===== config.mk =====
export PLATFORM = sky130hd
export DESIGN_NAME = sreg_ctrl
export DESIGN_NICKNAME = d
export VERILOG_FILES = /design/src/rtl/sreg_pkg.sv /design/src/rtl/sreg_sync.sv /design/src/rtl/sreg_frame.sv /design/src/rtl/sreg_status.sv /design/src/rtl/sreg_protect.sv /design/src/rtl/sreg_ctrl.sv
export SDC_FILE = /design/constraint.sdc
export NUM_CORES = 1
export LEC_CHECK = 0
export ABC_AREA = 1
export BUFFER_PORTS_ARGS = -buffer_cell sky130_fd_sc_hd__buf_2
export CAP_MARGIN = 20
export CORE_MARGIN = 1
export CORE_UTILIZATION = 46
export CTS_CLUSTER_SIZE = 28
export DETAILED_ROUTE_END_ITERATION = 10
export PLACE_DENSITY = 0.69
export SYNTH_ARGS = -nofsm -noshare
export SYNTH_HDL_FRONTEND = slang
export SYNTH_SLANG_ARGS = --single-unit

===== constraint.sdc =====
create_clock -name clk -period 1.51 [get_ports clk]
set_input_delay 0.453 -clock clk [delete_from_list [all_inputs] [get_ports clk]]
set_output_delay 0.453 -clock clk [all_outputs]
set_load 0.02 [all_outputs]

===== src/rtl/sreg_pkg.sv =====
package sreg_pkg;

   localparam logic [7:0] OP_WRITE_SR = 8'h01;
   localparam logic [7:0] OP_WR_DIS   = 8'h04;
   localparam logic [7:0] OP_READ_SR  = 8'h05;
   localparam logic [7:0] OP_WR_EN    = 8'h06;

   localparam logic [7:0] SR_RESET    = 8'h30;
   localparam int         SR_BUSY     = 0;
   localparam int         SR_LATCH    = 1;
   localparam int         SR_PROT_LO  = 2;
   localparam int         SR_WDOG_LO  = 4;

   typedef enum logic [1:0] {
      ACT_NONE,
      ACT_SET_LATCH,
      ACT_CLR_LATCH,
      ACT_WRITE
   } act_e;

   typedef enum logic [2:0] {
      PH_CMD,
      PH_DATA,
      PH_WR,
      PH_READ,
      PH_EN,
      PH_DIS,
      PH_SKIP
   } phase_e;

endpackage


===== src/rtl/sreg_sync.sv =====
module sreg_sync #(
   parameter int          W       = 4,
   parameter int          STAGES  = 2,
   parameter logic [W-1:0] RST_VAL = '0
) (
   input  logic         clk,
   input  logic         rst_n,
   input  logic [W-1:0] d_i,
   output logic [W-1:0] q_o
);

   generate
      if (STAGES == 0) begin : g_pass
         assign q_o = d_i;
      end else begin : g_chain
         logic [W-1:0] ff [STAGES];
         always_ff @(posedge clk or negedge rst_n) begin
            if (!rst_n) begin
               for (int i = 0; i < STAGES; i++) ff[i] <= RST_VAL;
            end else begin
               ff[0] <= d_i;
               for (int i = 1; i < STAGES; i++) ff[i] <= ff[i-1];
            end
         end
         assign q_o = ff[STAGES-1];
      end
   endgenerate

endmodule


===== src/rtl/sreg_frame.sv =====
module sreg_frame
   import sreg_pkg::*;
(
   input  logic       clk,
   input  logic       rst_n,
   input  logic       cs_n,
   input  logic       sck,
   input  logic       si,
   input  logic [7:0] stat_i,
   output logic       so_o,
   output logic       so_oe_o,
   output act_e       act_o,
   output logic [7:0] data_o
);

   logic       sck_q, cs_q, oe_r;
   logic [2:0] bit_cnt, out_cnt;
   logic [7:0] sh_r, out_r, byte_w;
   phase_e     ph;
   logic       sck_rise, sck_fall, cs_rise, byte_end;

   assign sck_rise = ~cs_n & sck & ~sck_q;
   assign sck_fall = ~cs_n & ~sck & sck_q;
   assign cs_rise  = cs_n & ~cs_q;
   assign byte_w   = {sh_r[6:0], si};
   assign byte_end = sck_rise & (bit_cnt == 3'd7);

   always_ff @(posedge clk or negedge rst_n) begin
      if (!rst_n) begin
         sck_q   <= 1'b0;
         cs_q    <= 1'b1;
         oe_r    <= 1'b0;
         bit_cnt <= '0;
         out_cnt <= '0;
         sh_r    <= '0;
         out_r   <= '0;
         data_o  <= '0;
         ph      <= PH_CMD;
         act_o   <= ACT_NONE;
      end else begin
         sck_q <= sck;
         cs_q  <= cs_n;
         act_o <= ACT_NONE;
         if (cs_n) begin
            bit_cnt <= '0;
            out_cnt <= '0;
            oe_r    <= 1'b0;
            ph      <= PH_CMD;
            if (cs_rise) begin
               case (ph)
                  PH_EN:   act_o <= ACT_SET_LATCH;
                  PH_DIS:  act_o <= ACT_CLR_LATCH;
                  PH_WR:   act_o <= ACT_WRITE;
                  default: act_o <= ACT_NONE;
               endcase
            end
         end else begin
            if (sck_rise) begin
               sh_r    <= byte_w;
               bit_cnt <= bit_cnt + 3'd1;
            end
            if (byte_end) begin
               case (ph)
                  PH_CMD: begin
                     case (byte_w)
                        OP_WR_EN:    ph <= PH_EN;
                        OP_WR_DIS:   ph <= PH_DIS;
                        OP_WRITE_SR: ph <= PH_DATA;
                        OP_READ_SR: begin
                           ph      <= PH_READ;
                           out_r   <= stat_i;
                           out_cnt <= '0;
                        end
                        default:     ph <= PH_SKIP;
                     endcase
                  end
                  PH_DATA: begin
                     data_o <= byte_w;
                     ph     <= PH_WR;
                  end
                  default: ;
               endcase
            end
            if (sck_fall && ph == PH_READ) begin
               if (!oe_r) begin
                  oe_r <= 1'b1;
               end else if (out_cnt == 3'd7) begin
                  out_r   <= stat_i;
                  out_cnt <= '0;
               end else begin
                  out_r   <= {out_r[6:0], 1'b0};
                  out_cnt <= out_cnt + 3'd1;
               end
            end
         end
      end
   end

   assign so_o    = out_r[7];
   assign so_oe_o = oe_r;

endmodule


===== src/rtl/sreg_status.sv =====
module sreg_status
   import sreg_pkg::*;
#(
   parameter int WRITE_CYCLES = 64
) (
   input  logic       clk,
   input  logic       rst_n,
   input  logic       wp_n,
   input  act_e       act_i,
   input  logic [7:0] data_i,
   output logic [7:0] stat_o
);

   localparam int CNT_W = $clog2(WRITE_CYCLES + 1);
   localparam logic [CNT_W-1:0] CNT_LOAD = CNT_W'(WRITE_CYCLES - 1);

   logic             latch_r, busy_r;
   logic [1:0]       prot_r, wdog_r;
   logic [CNT_W-1:0] cnt_r;

   always_ff @(posedge clk or negedge rst_n) begin
      if (!rst_n) begin
         latch_r <= 1'b0;
         busy_r  <= 1'b0;
         prot_r  <= SR_RESET[SR_PROT_LO +: 2];
         wdog_r  <= SR_RESET[SR_WDOG_LO +: 2];
         cnt_r   <= '0;
      end else begin
         if (busy_r) begin
            if (cnt_r == '0) begin
               busy_r  <= 1'b0;
               latch_r <= 1'b0;
            end else begin
               cnt_r <= cnt_r - 1'b1;
            end
         end else begin
            case (act_i)
               ACT_SET_LATCH: latch_r <= 1'b1;
               ACT_CLR_LATCH: latch_r <= 1'b0;
               ACT_WRITE: begin
                  if (latch_r) begin
                     prot_r <= data_i[SR_PROT_LO +: 2];
                     wdog_r <= data_i[SR_WDOG_LO +: 2];
                     busy_r <= 1'b1;
                     cnt_r  <= CNT_LOAD;
                  end
               end
               default: ;
            endcase
         end
         if (!wp_n) latch_r <= 1'b0;
      end
   end

   assign stat_o = {2'b00, wdog_r, prot_r, latch_r, busy_r};

endmodule


===== src/rtl/sreg_protect.sv =====
module sreg_protect #(
   parameter int ADDR_W = 9
) (
   input  logic [1:0]        bl_i,
   input  logic [ADDR_W-1:0] addr_i,
   output logic              wr_ok_o
);

   logic [1:0] top2;
   logic       locked;

   assign top2 = addr_i[ADDR_W-1 -: 2];

   always_comb begin
      case (bl_i)
         2'b00:   locked = 1'b0;
         2'b01:   locked = (top2 == 2'b11);
         2'b10:   locked = top2[1];
         default: locked = 1'b1;
      endcase
   end

   assign wr_ok_o = ~locked;

endmodule


===== src/rtl/sreg_ctrl.sv =====
module sreg_ctrl
   import sreg_pkg::*;
#(
   parameter int SYNC_STAGES  = 2,
   parameter int WRITE_CYCLES = 64,
   parameter int ADDR_W       = 9
) (
   input  logic              clk,
   input  logic              rst_n,
   input  logic              spi_cs_n,
   input  logic              spi_sck,
   input  logic              spi_mosi,
   output logic              spi_miso,
   output logic              spi_miso_oe,
   input  logic              wp_n,
   input  logic [ADDR_W-1:0] chk_addr,
   output logic              chk_wr_ok,
   output logic [1:0]        prot_sel,
   output logic [1:0]        wdog_sel
);

   generate
      if (ADDR_W < 2) begin : g_bad_addr
         $error("sreg_ctrl: ADDR_W must be at least 2");
      end
      if (WRITE_CYCLES < 1) begin : g_bad_wc
         $error("sreg_ctrl: WRITE_CYCLES must be at least 1");
      end
      if (SYNC_STAGES < 0) begin : g_bad_sync
         $error("sreg_ctrl: SYNC_STAGES must not be negative");
      end
   endgenerate

   logic [3:0] pins_s;
   logic       cs_s, sck_s, si_s, wp_s;
   act_e       frm_act;
   logic [7:0] frm_data, stat_w;

   sreg_sync #(
      .W      (4),
      .STAGES (SYNC_STAGES),
      .RST_VAL(4'b1001)
   ) u_sync (
      .clk  (clk),
      .rst_n(rst_n),
      .d_i  ({wp_n, spi_mosi, spi_sck, spi_cs_n}),
      .q_o  (pins_s)
   );

   assign cs_s  = pins_s[0];
   assign sck_s = pins_s[1];
   assign si_s  = pins_s[2];
   assign wp_s  = pins_s[3];

   sreg_frame u_frame (
      .clk    (clk),
      .rst_n  (rst_n),
      .cs_n   (cs_s),
      .sck    (sck_s),
      .si     (si_s),
      .stat_i (stat_w),
      .so_o   (spi_miso),
      .so_oe_o(spi_miso_oe),
      .act_o  (frm_act),
      .data_o (frm_data)
   );

   sreg_status #(
      .WRITE_CYCLES(WRITE_CYCLES)
   ) u_status (
      .clk   (clk),
      .rst_n (rst_n),
      .wp_n  (wp_s),
      .act_i (frm_act),
      .data_i(frm_data),
      .stat_o(stat_w)
   );

   sreg_protect #(
      .ADDR_W(ADDR_W)
   ) u_prot (
      .bl_i   (stat_w[SR_PROT_LO +: 2]),
      .addr_i (chk_addr),
      .wr_ok_o(chk_wr_ok)
   );

   assign prot_sel = stat_w[SR_PROT_LO +: 2];
   assign wdog_sel = stat_w[SR_WDOG_LO +: 2];

endmodule


### Yosys cells after proc, flatten, opt, wreduce, memory -nomap -nowiden

Cells that the tools add are included.

| cells by class | value |
|---|---|
| $add $sub $neg | 3 |
| equal/unequal tests | 20 |
| multiplexer cells | 37 |
| bitwise operators | 12 |
| reductions and logical operators | 16 |

Operators by type and width:

| cell | number |
|---|---|
| 8-bit 2-to-1 mux | 6 |
| 3-bit 2-to-1 mux | 11 |
| 7-bit 2-to-1 mux | 4 |
| 8-bit by 3-bit == test with 1-bit output (second input constant) | 3 |
| 3-bit == test (second input constant) | 4 |
| 3-bit one-hot mux with 4 select lines | 1 |
| 2-bit nonzero test | 5 |
| 1-bit 2-to-1 mux | 9 |
| 3-bit AND reduction | 3 |
| 2-bit == test (second input constant) | 4 |
| 8-bit by 1-bit == test with 1-bit output (second input constant) | 1 |
| 7-bit zero test | 1 |
| 7-bit by 1-bit subtractor with 7-bit output (second input constant) | 1 |
| 3-bit by 1-bit adder with 3-bit output (second input constant) | 2 |
| 1-bit bitwise AND | 6 |
| 3-bit by 2-bit == test with 1-bit output (second input constant) | 2 |
| 1-bit NOT | 6 |
| 2-bit one-hot mux with 3 select lines | 1 |
| 3-bit one-hot mux with 2 select lines | 1 |
| 2-bit AND reduction | 3 |
| 2-bit by 1-bit == test with 1-bit output (second input constant) | 2 |
| 2-bit 2-to-1 mux | 2 |
| 4-bit by 1-bit inequality test with 1-bit output (second input constant) | 1 |
| 3-bit by 1-bit == test with 1-bit output (second input constant) | 1 |
| other kinds (8) | 8 |

| storage, ports and cells | value |
|---|---|
| register bits after elaboration | 56 |
| bits of input ports | 15 |
| output and inout bits | 7 |
| logic and storage cells | 105 |

### Logic depth before layout (Yosys ltp)

Gate-level depths: netlist of run 1.

| depth | value |
|---|---|
| depth after elaboration | 8 |
| gate-level depth with buffers | 9 |
| mapped depth without buffers | 9 |

### Hierarchy

From an unflattened synthesis of run 1, not the netlist that was laid out.

| second synthesis, totals | value |
|---|---|
| cell total of the unflattened synthesis | 331 |
| area total of the unflattened synthesis | 2911.5 µm² |

By module, submodules not included:

| module | times used | cells each | area each (µm²) | seq. area each (µm²) |
|---|---|---|---|---|
| sreg_frame | 1 | 220 | 1871.8 | 927.1 |
| sreg_status | 1 | 92 | 778.2 | 327.8 |
| sreg_sync | 1 | 12 | 235.2 | 205.2 |
| sreg_protect | 1 | 7 | 26.3 | 0.0 |

### Worst setup path before layout of run 1

No wires, ideal clock.

| timing path | value |
|---|---|
| kind | flip-flop to output port |
| from | reg u_status.prot_r[0] |
| to | out chk_wr_ok |
| data arrival time | 0.992 ns |
| required time | 1.057 ns |
| setup slack | 0.065 ns |
| cell stages (with the launch flop) | 4 |
| buffers on the path | 0 |
| cell sequence | dfrtp_1 nor2_1 nor2_1 a31oi_1 |

| on the way | value |
|---|---|
| word-level cells in the longest chain between the ends | 3 |
| elaborated cells on any way between the ends | 5 |
| those cells by class | eq/ne (2); mux (1); bitwise (1); reduce/logical (1) |

RTL lines:

| element | RTL line | RTL |
|---|---|---|
| start, declared | sreg_status.sv:18 | `logic [1:0] prot_r, wdog_r;` |
| start signal, assigned | sreg_status.sv:25 | `prot_r <= SR_RESET[SR_PROT_LO +: 2];` |
| start signal, assigned | sreg_status.sv:42 | `prot_r <= data_i[SR_PROT_LO +: 2];` |
| 2-bit == test, or another cell as far along | sreg_protect.sv:15 | `case (bl_i)` |
| 1-bit one-hot mux with 3 select lines (*) | sreg_protect.sv:15 |  |
| 1-bit NOT (*) | sreg_protect.sv:23 | `assign wr_ok_o = ~locked;` |
| end, declared | sreg_ctrl.sv:17 | `output logic chk_wr_ok,` |

Every way passes the cells marked *; elsewhere a longest branch is shown, timed or not.

### Worst setup path after layout of run 1

Ends and elaborated chain as after synthesis.

==> results of run 1 <==
## through the flow
step	area (sq um)	hold slack, ns	utilization	setup WS (ns)	cells
after floorplan	2450	0.157	-	0.0654	279
after global placement	2680	0.333	0.524	0.0839	370
after detailed placement	2680	0.343	0.524	0.0212	370
after CTS	2800	0.140	0.548	-0.118	379
after global routing	2890	0.149	0.566	-0.212	380
final	2890	0.125	0.566	-0.109	380
## cells in the mapped netlist (2+ instances only)
library cell  instances  share of area
nand3_2               3          0.012
a31oi_1               2         0.0051
nand4_1               8          0.020
a21oi_1               8          0.016
nand3_1              24          0.049
ha_1                  6          0.031
nor2_1               27          0.041
inv_1                37          0.057
dfstp_2               7          0.075
nand2_2               5          0.013
dfrtp_1              47           0.48
nand2_1              65           0.10
o21ai_0              23          0.047
a22o_1                2         0.0072
xor2_1                2         0.0072
## kinds of logic after synthesis
family | after synthesis | share of synthesized area
fa+ha+maj | 6 | 0.0306
buf+inv | 42 | 0.0695
xor+xnor | 2 | 0.00715
simple gates | 136 | 0.250
flops | 54 | 0.555
compound gates | 39 | 0.0873
## timing repair
| item | 4_1_cts | 5_1_grt |
|---|---|---|
| gates resized for setup | 1 | 24 |
| setup endpoints to repair | 2 | 18 |
| pin swaps | 1 | 9 |
| setup buffers | 1 | 1 |
## sequential cells by signal, summed over array words and instances (netlist names)
| register | cells |
|---|---|
| u_status.prot_r | 2 |
| u_frame.act_o | 2 |
| u_frame.ph | 3 |
| u_frame.so_oe_o | 1 |
| u_status.wdog_r | 2 |
| u_frame.bit_cnt | 3 |
| u_sync.g_chain.ff | 4 |
| u_sync.q_o | 4 |
| u_frame.out_cnt | 3 |
| u_frame.out_r | 8 |
| u_status.busy_r | 1 |
| u_status.latch_r | 1 |
| u_frame.sh_r | 7 |
| u_frame.data_o | 4 |
| u_frame.sck_q | 1 |
| u_frame.cs_q | 1 |
| u_status.cnt_r | 7 |
## area by class of cell
type / instances / area, sq um / share of cell area
Clock buffer: 5 / 68.8 / 0.0238
Sequential cell: 54 / 1360 / 0.471
Inverter: 38 / 143 / 0.0493
Clock inverter: 3 / 47.5 / 0.0164
Tap cell: 70 / 87.6 / 0.0303
Timing Repair Buffer: 27 / 186 / 0.0644
Multi-Input combinational cell: 183 / 998 / 0.345
## layer usage
metal	share of wire	wire length, um
met5	0	0
met4	0.0088	39
met3	0.027	122
met2	0.49	2200
met1	0.47	2090
## power breakdown
part | internal (uW) | switching (uW)
combinational | 64.5 | 126
sequential | 1510 | 37.5
clock | 503 | 491
total | 2080 | 654
## worst max-delay path, cell delays in order, from the launching register on
cell and delay [ns]:
dfrtp_1 0.42, nor2_1 0.10, nor2_1 0.04, a31oi_1 0.14, buf_4 0.16
## how the worst max path moves through the flow
stage | from | end | slack (ns) | cells after the start
finish | u_status.prot_r[0] | chk_wr_ok | -0.11 | 4
global route | u_status.prot_r[0] | chk_wr_ok | -0.21 | 4
global placement | u_status.cnt_r[2] | u_status.cnt_r[0] | 0.08 | 6
floorplan | u_status.prot_r[0] | chk_wr_ok | 0.07 | 3
detailed placement | u_frame.bit_cnt[0] | u_frame.out_cnt[1] | 0.02 | 7
CTS | u_status.prot_r[0] | chk_wr_ok | -0.12 | 4
==> summary.md, run 1 <==
| Metric | Value |
|---|---|
| Status | finished with violations |
| Failing checks | negative setup slack |
| Yosys warns | 0 |
| Clock period minus final worst setup slack | 1.62 ns |
| Leak | 0.00150 uW |
| Number of global-route vias before repair | 1813 |
| M2 GR Usage | 0.313 |
| Final TNS setup | -0.109 ns |
| Worst r2r dst | u_frame.out_r[6] |
| Worst-Skew Late Latency | 0.31 ns |
| Die width | 75.0 um |
| Placer Congestion | 0.791 |
| R2R setup slack | 0.02 ns |
| Total power | 2730 uW |
| Clock Root Buffer | clkbuf_8 |
| Via Count | 1855 |
| Synth Flop Type | dfrtp_1 |
| R2r startpoint | u_frame.bit_cnt[0] |
| Worst min-delay path class | input port to asynchronous set/reset pin |
| Worst setup SP type | flop |
| Layout Nets | 330 |
| Pins over their slew limit | 0 |
| Grt total ovfl | 0 |
| Final clock skew | 0.00995 ns |
| Iteration count of the initial detailed-routing pass | 4 |
| Fin worst setup slack | -0.109 ns |
| Final antenna-violating net count | 0 |
| Asr flop ratio synth | 1.00 |
| Share of layout cells above drive strength 1 | 0.235 |
| Final WL | 4.45 mm |
| Row cnt | 26 |
| Busiest metal layer after global routing | met2 |
| CTS max path bufs | 2 |
| H-tree depth | 2 |
| Area growth from synthesis to layout | 18.1% |
| Die area | 5620 sq um |
| Crit share post-route | 1.07 |
| GR Layer Usage met1 | 0.222 |
| Worst setup EP type | output port |
| Drt via density | 4.88 |
| Cell Pwr Density | 944 nW/um^2 |
| Filler cells | 449 |
| Post-synthesis instance total | 279 |
| Yosys cell types | 28 |
| Worst-Margin Slew | 0.278 ns |
| ANT cells | 0 |
| Commonest non-fill, non-tap cell in the layout | nand2_1 |
| Drt first-iter violations | 128 |
| I/O Buffers | 14 |
| Clk sinks | 54 |
| RSZ-0062 raised after global routing | yes |
| IO Pins | 22 |
| Max_cap viols | 0 |
| Die Span Y | 75.0 um |
| Final setup violation count | 1 |
| CTS buffer count | 5 |
| Worst vdd rail ir drop | 0.000819 V |
| TritonCTS clock tree | done |
| Hpwl dp | 3.10 mm |
| Remaining DRCs | 0 |
| Max Clk Rate | 618 MHz |
| GRT met3 Usage | 0.0402 |
| Setup CP Type | flop to output port |
| Syn nets | 300 |
| Area of the core | 5110 sq um |
| Initial core utilization | 0.480 |
| Largest net degree at the start of global routing | 55 |
| EDFF count, synth | 0 |
| Clock transition at path regs | 0.10 ns |
| Synth Register Bits | 54 |
| Avg WL per Cell | 11.7 um |
| Most frequent cells in the layout | 60 x nand2_1, 46 x dfrtp_1, 34 x inv_1 |
| Avg Inst Size Synth | 8.78 sq um |
| Hold Fails Final Rpt | 0 |
| Post-cts hold buffer count | 0 |
| Initial antenna violation count | 0 |
| R2R depth | 8 |
| First-pass GRT wire length | 7.67 mm |
| Sequential-to-total area share from yosys stat | 0.555 |
| Critical path fanouts, max | 3 |
| WP data arrival | 1.17 ns |
| Relative slew slack | 0.815 |
| Post-synthesis cell area | 2450 sq um |
| Tot GR Track Use | 0.180 |
| Req. time, crit path | 1.06 ns |
(Power assumes the default switching activity.)
==> inputs of run 2 (changes only) <==
CELL_PAD_IN_SITES_DETAIL_PLACEMENT = 0   (was not set)
CELL_PAD_IN_SITES_GLOBAL_PLACEMENT = 1   (was not set)
CORE_MARGIN = 3   (was 1)
CORE_UTILIZATION = 44   (was 46)
PLACE_DENSITY = 0.82   (was 0.69)
==> run 2 against run 1 <==
Compared with the run above: the run still ends with negative setup slack left; combinational power hardly changed; clock skew is 0.0033 ns lower; routed wire length is 0.74% higher; critical endpoint unchanged; highest routed layer unchanged.
==> summary.md, run 2 (synthesized netlist as in run 1, its figures left out) <==
| Metric | Value |
|---|---|
| Leak | 0.00152 uW (was 0.00150 uW) |
| Fin util | 0.560 (was 0.566) |
| TritonCTS clock tree | done (unchanged) |
| Logic pwr share | 0.070 (about the same) |
| Fin worst setup slack | -0.118 ns (was -0.109 ns) |
| Switching Share | 0.232 (was 0.240) |
| Relative slew slack | 0.812 (was 0.815) |
| GR Layer Usage met1 | 0.200 (was 0.222) |
| Placer Congestion | 0.764 (was 0.791) |
| Clock Root Buffer | clkbuf_8 (unchanged) |
| Initial antenna violation count | 0 (unchanged) |
| Largest registers | u_frame.out_r (8), u_frame.sh_r (7), u_status.cnt_r (7) (unchanged) |
| DP Cell Count | 370 (unchanged) |
| RSZ-0062 raised after global routing | yes (unchanged) |
| Status | finished with violations (unchanged) |
| Worst vdd rail ir drop | 0.000622 V (was 0.000819 V) |
| Drt via density | 4.92 (was 4.88) |
| Layout Nets | 331 (was 330) |
| Req. time, crit path | 1.06 ns (about the same) |
| Busiest metal layer after global routing | met2 (unchanged) |
| Via Count | 1875 (was 1855) |
| Commonest non-fill, non-tap cell in the layout | nand2_1 (unchanged) |
| Final antenna-violating net count | 0 (unchanged) |
| GRT met3 Usage | 0.0381 (was 0.0402) |
| Row cnt | 26 (unchanged) |
| Post-cts hold buffer count | 0 (unchanged) |
| Iteration count of the initial detailed-routing pass | 4 (unchanged) |
| Clock period minus final worst setup slack | 1.63 ns (was 1.62 ns) |
| Initial core utilization | 0.468 (was 0.480) |
| Int Pwr | 2070 uW (was 2080 uW) |
| Most frequent cells in the layout | 62 x nand2_1, 46 x dfrtp_1, 36 x inv_1 (was 60 x nand2_1, 46 x dfrtp_1, 34 x inv_1) |
| Critical path fanouts, max | 4 (was 3) |
| Largest net degree at the start of global routing | 55 (unchanged) |
| Share of layout cells above drive strength 1 | 0.241 (was 0.235) |
| Max Clk Rate | 614 MHz (was 618 MHz) |
| Max reg flops | 8 (unchanged) |
| Cell Pwr Density | 918 nW/um^2 (was 944 nW/um^2) |
| Number of global-route vias before repair | 1864 (was 1813) |
| Setup CP Type | flop to output port (unchanged) |
| Hold Fails Final Rpt | 0 (unchanged) |
| H-tree depth | 2 (unchanged) |
| Worst-Margin Slew | 0.282 ns (was 0.278 ns) |
| Clk sinks | 54 (unchanged) |
| IO Pins | 22 (unchanged) |
| Failing checks | negative setup slack (unchanged) |
| Final setup violation count | 9 (was 1) |
| Worst setup SP type | flop (unchanged) |
| Net Switching | 626 uW (was 654 uW) |
| Part of the power in the clock network | 0.355 (was 0.364) |
| Remaining DRCs | 0 (unchanged) |
| Clock transition at path regs | 0.10 ns (about the same) |
| ANT cells | 0 (unchanged) |
| Grt total ovfl | 0 (unchanged) |
| Reg power frac | 0.574 (was 0.566) |
| Tot GR Track Use | 0.161 (was 0.180) |
| Area of the core | 5240 sq um (was 5110 sq um) |
| Final WL | 4.49 mm (was 4.45 mm) |
| CTS buffer count | 5 (unchanged) |
| Final non-filler cell total | 381 (was 380) |
| Avg WL per Cell | 11.8 um (was 11.7 um) |
| Pins over their slew limit | 0 (unchanged) |
| I/O Buffers | 14 (unchanged) |
| Worst-Skew Late Latency | 0.31 ns (about the same) |
| First-pass GRT wire length | 8.09 mm (was 7.67 mm) |
| Worst min-delay path class | input port to asynchronous set/reset pin (unchanged) |
| Area growth from synthesis to layout | 19.8% (was 18.1%) |
| M2 GR Usage | 0.271 (was 0.313) |
| Drt first-iter violations | 105 (was 128) |
| CTS max path bufs | 2 (unchanged) |
| Crit share post-route | 1.08 (was 1.07) |
| WP data arrival | 1.18 ns (was 1.17 ns) |
| Final clock skew | 0.00663 ns (was 0.00995 ns) |
| Max_cap viols | 0 (unchanged) |
| Die Span Y | 80.6 um (was 75.0 um) |
| Die area | 6500 sq um (was 5620 sq um) |
| Worst setup EP type | output port (unchanged) |
| Die width | 80.6 um (was 75.0 um) |
| Hpwl dp | 3.10 mm (about the same) |
| Top reg by flops | u_frame.out_r (unchanged) |
[run 2: layout make-up]
type,count,area [sq um]
Clock inverter,2,37.5
Inverter,38,143
Sequential cell,54,1360
Timing Repair Buffer,27,190
Fill cell,482,2300
Multi-Input combinational cell,184,1040
Clock buffer,6,72.6
Tap cell,70,87.6
[run 2: through the flow]
step                hold slack [ns]  setup WS [ns]  setup TNS (ns)  total power [uW]  cell area [sq um]
floorplan                     0.157         0.0654               0              1680               2450
global placement              0.333         0.0513               0              1760               2680
detailed placement            0.337         0.0441               0              1770               2680
CTS                           0.126         -0.126          -0.126              2730               2790
global route                  0.130         -0.207           -1.16              2830               2930
finish                        0.118         -0.118          -0.325              2690               2930
[run 2: worst max-delay path: stages, from the launching register on]
cell,delay [ns]
dfrtp_1,0.42
nor2_1,0.11
nor2_1,0.05
a31oi_1,0.13
buf_4,0.16
[run 2: path summary, 6_finish.rpt]
path / start / end / slack (ns) / depth (start not counted)
setup / recovery: u_status.prot_r[0] / chk_wr_ok / -0.12 / 4
hold / removal: rst_n / u_status.cnt_r[2] / 0.12 / 2
setup reg to reg: u_frame.bit_cnt[1] / u_frame.out_r[6] / -0.03 / 8
hold reg to reg: u_sync.g_chain.ff[5] / u_sync.q_o[1] / 0.36 / 0
max in group asynchronous: rst_n / u_sync.g_chain.ff[4] / 1.10 / 2
min in group clk: spi_cs_n / u_sync.g_chain.ff[4] / 0.23 / 1
[run 2: power by group through the flow]
stage	sequential, uW	clock, uW	combinational, uW
5_1_grt	1550	1040	229
3_3_place_gp	1570	0	191
6_report	1550	958	190
3_5_place_dp	1570	0	193
4_1_cts	1550	993	194
2_1_floorplan	1570	0	118
[run 2: layer usage]
| layer | wire length, um | vias up | part of all wire |
|---|---|---|---|
| met5 | 0 | - | 0 |
| met4 | 65 | 0 | 0.014 |
| met3 | 157 | 7 | 0.035 |
| met2 | 2090 | 26 | 0.47 |
| met1 | 2170 | 883 | 0.48 |
| li1 | - | 959 | - |
[run 2: repair_timing]
action,CTS,global route
gates cloned,0,1
resized for setup,1,31
endpoints found under the setup margin,2,23
buffers inserted,0,2
pin swaps,1,14
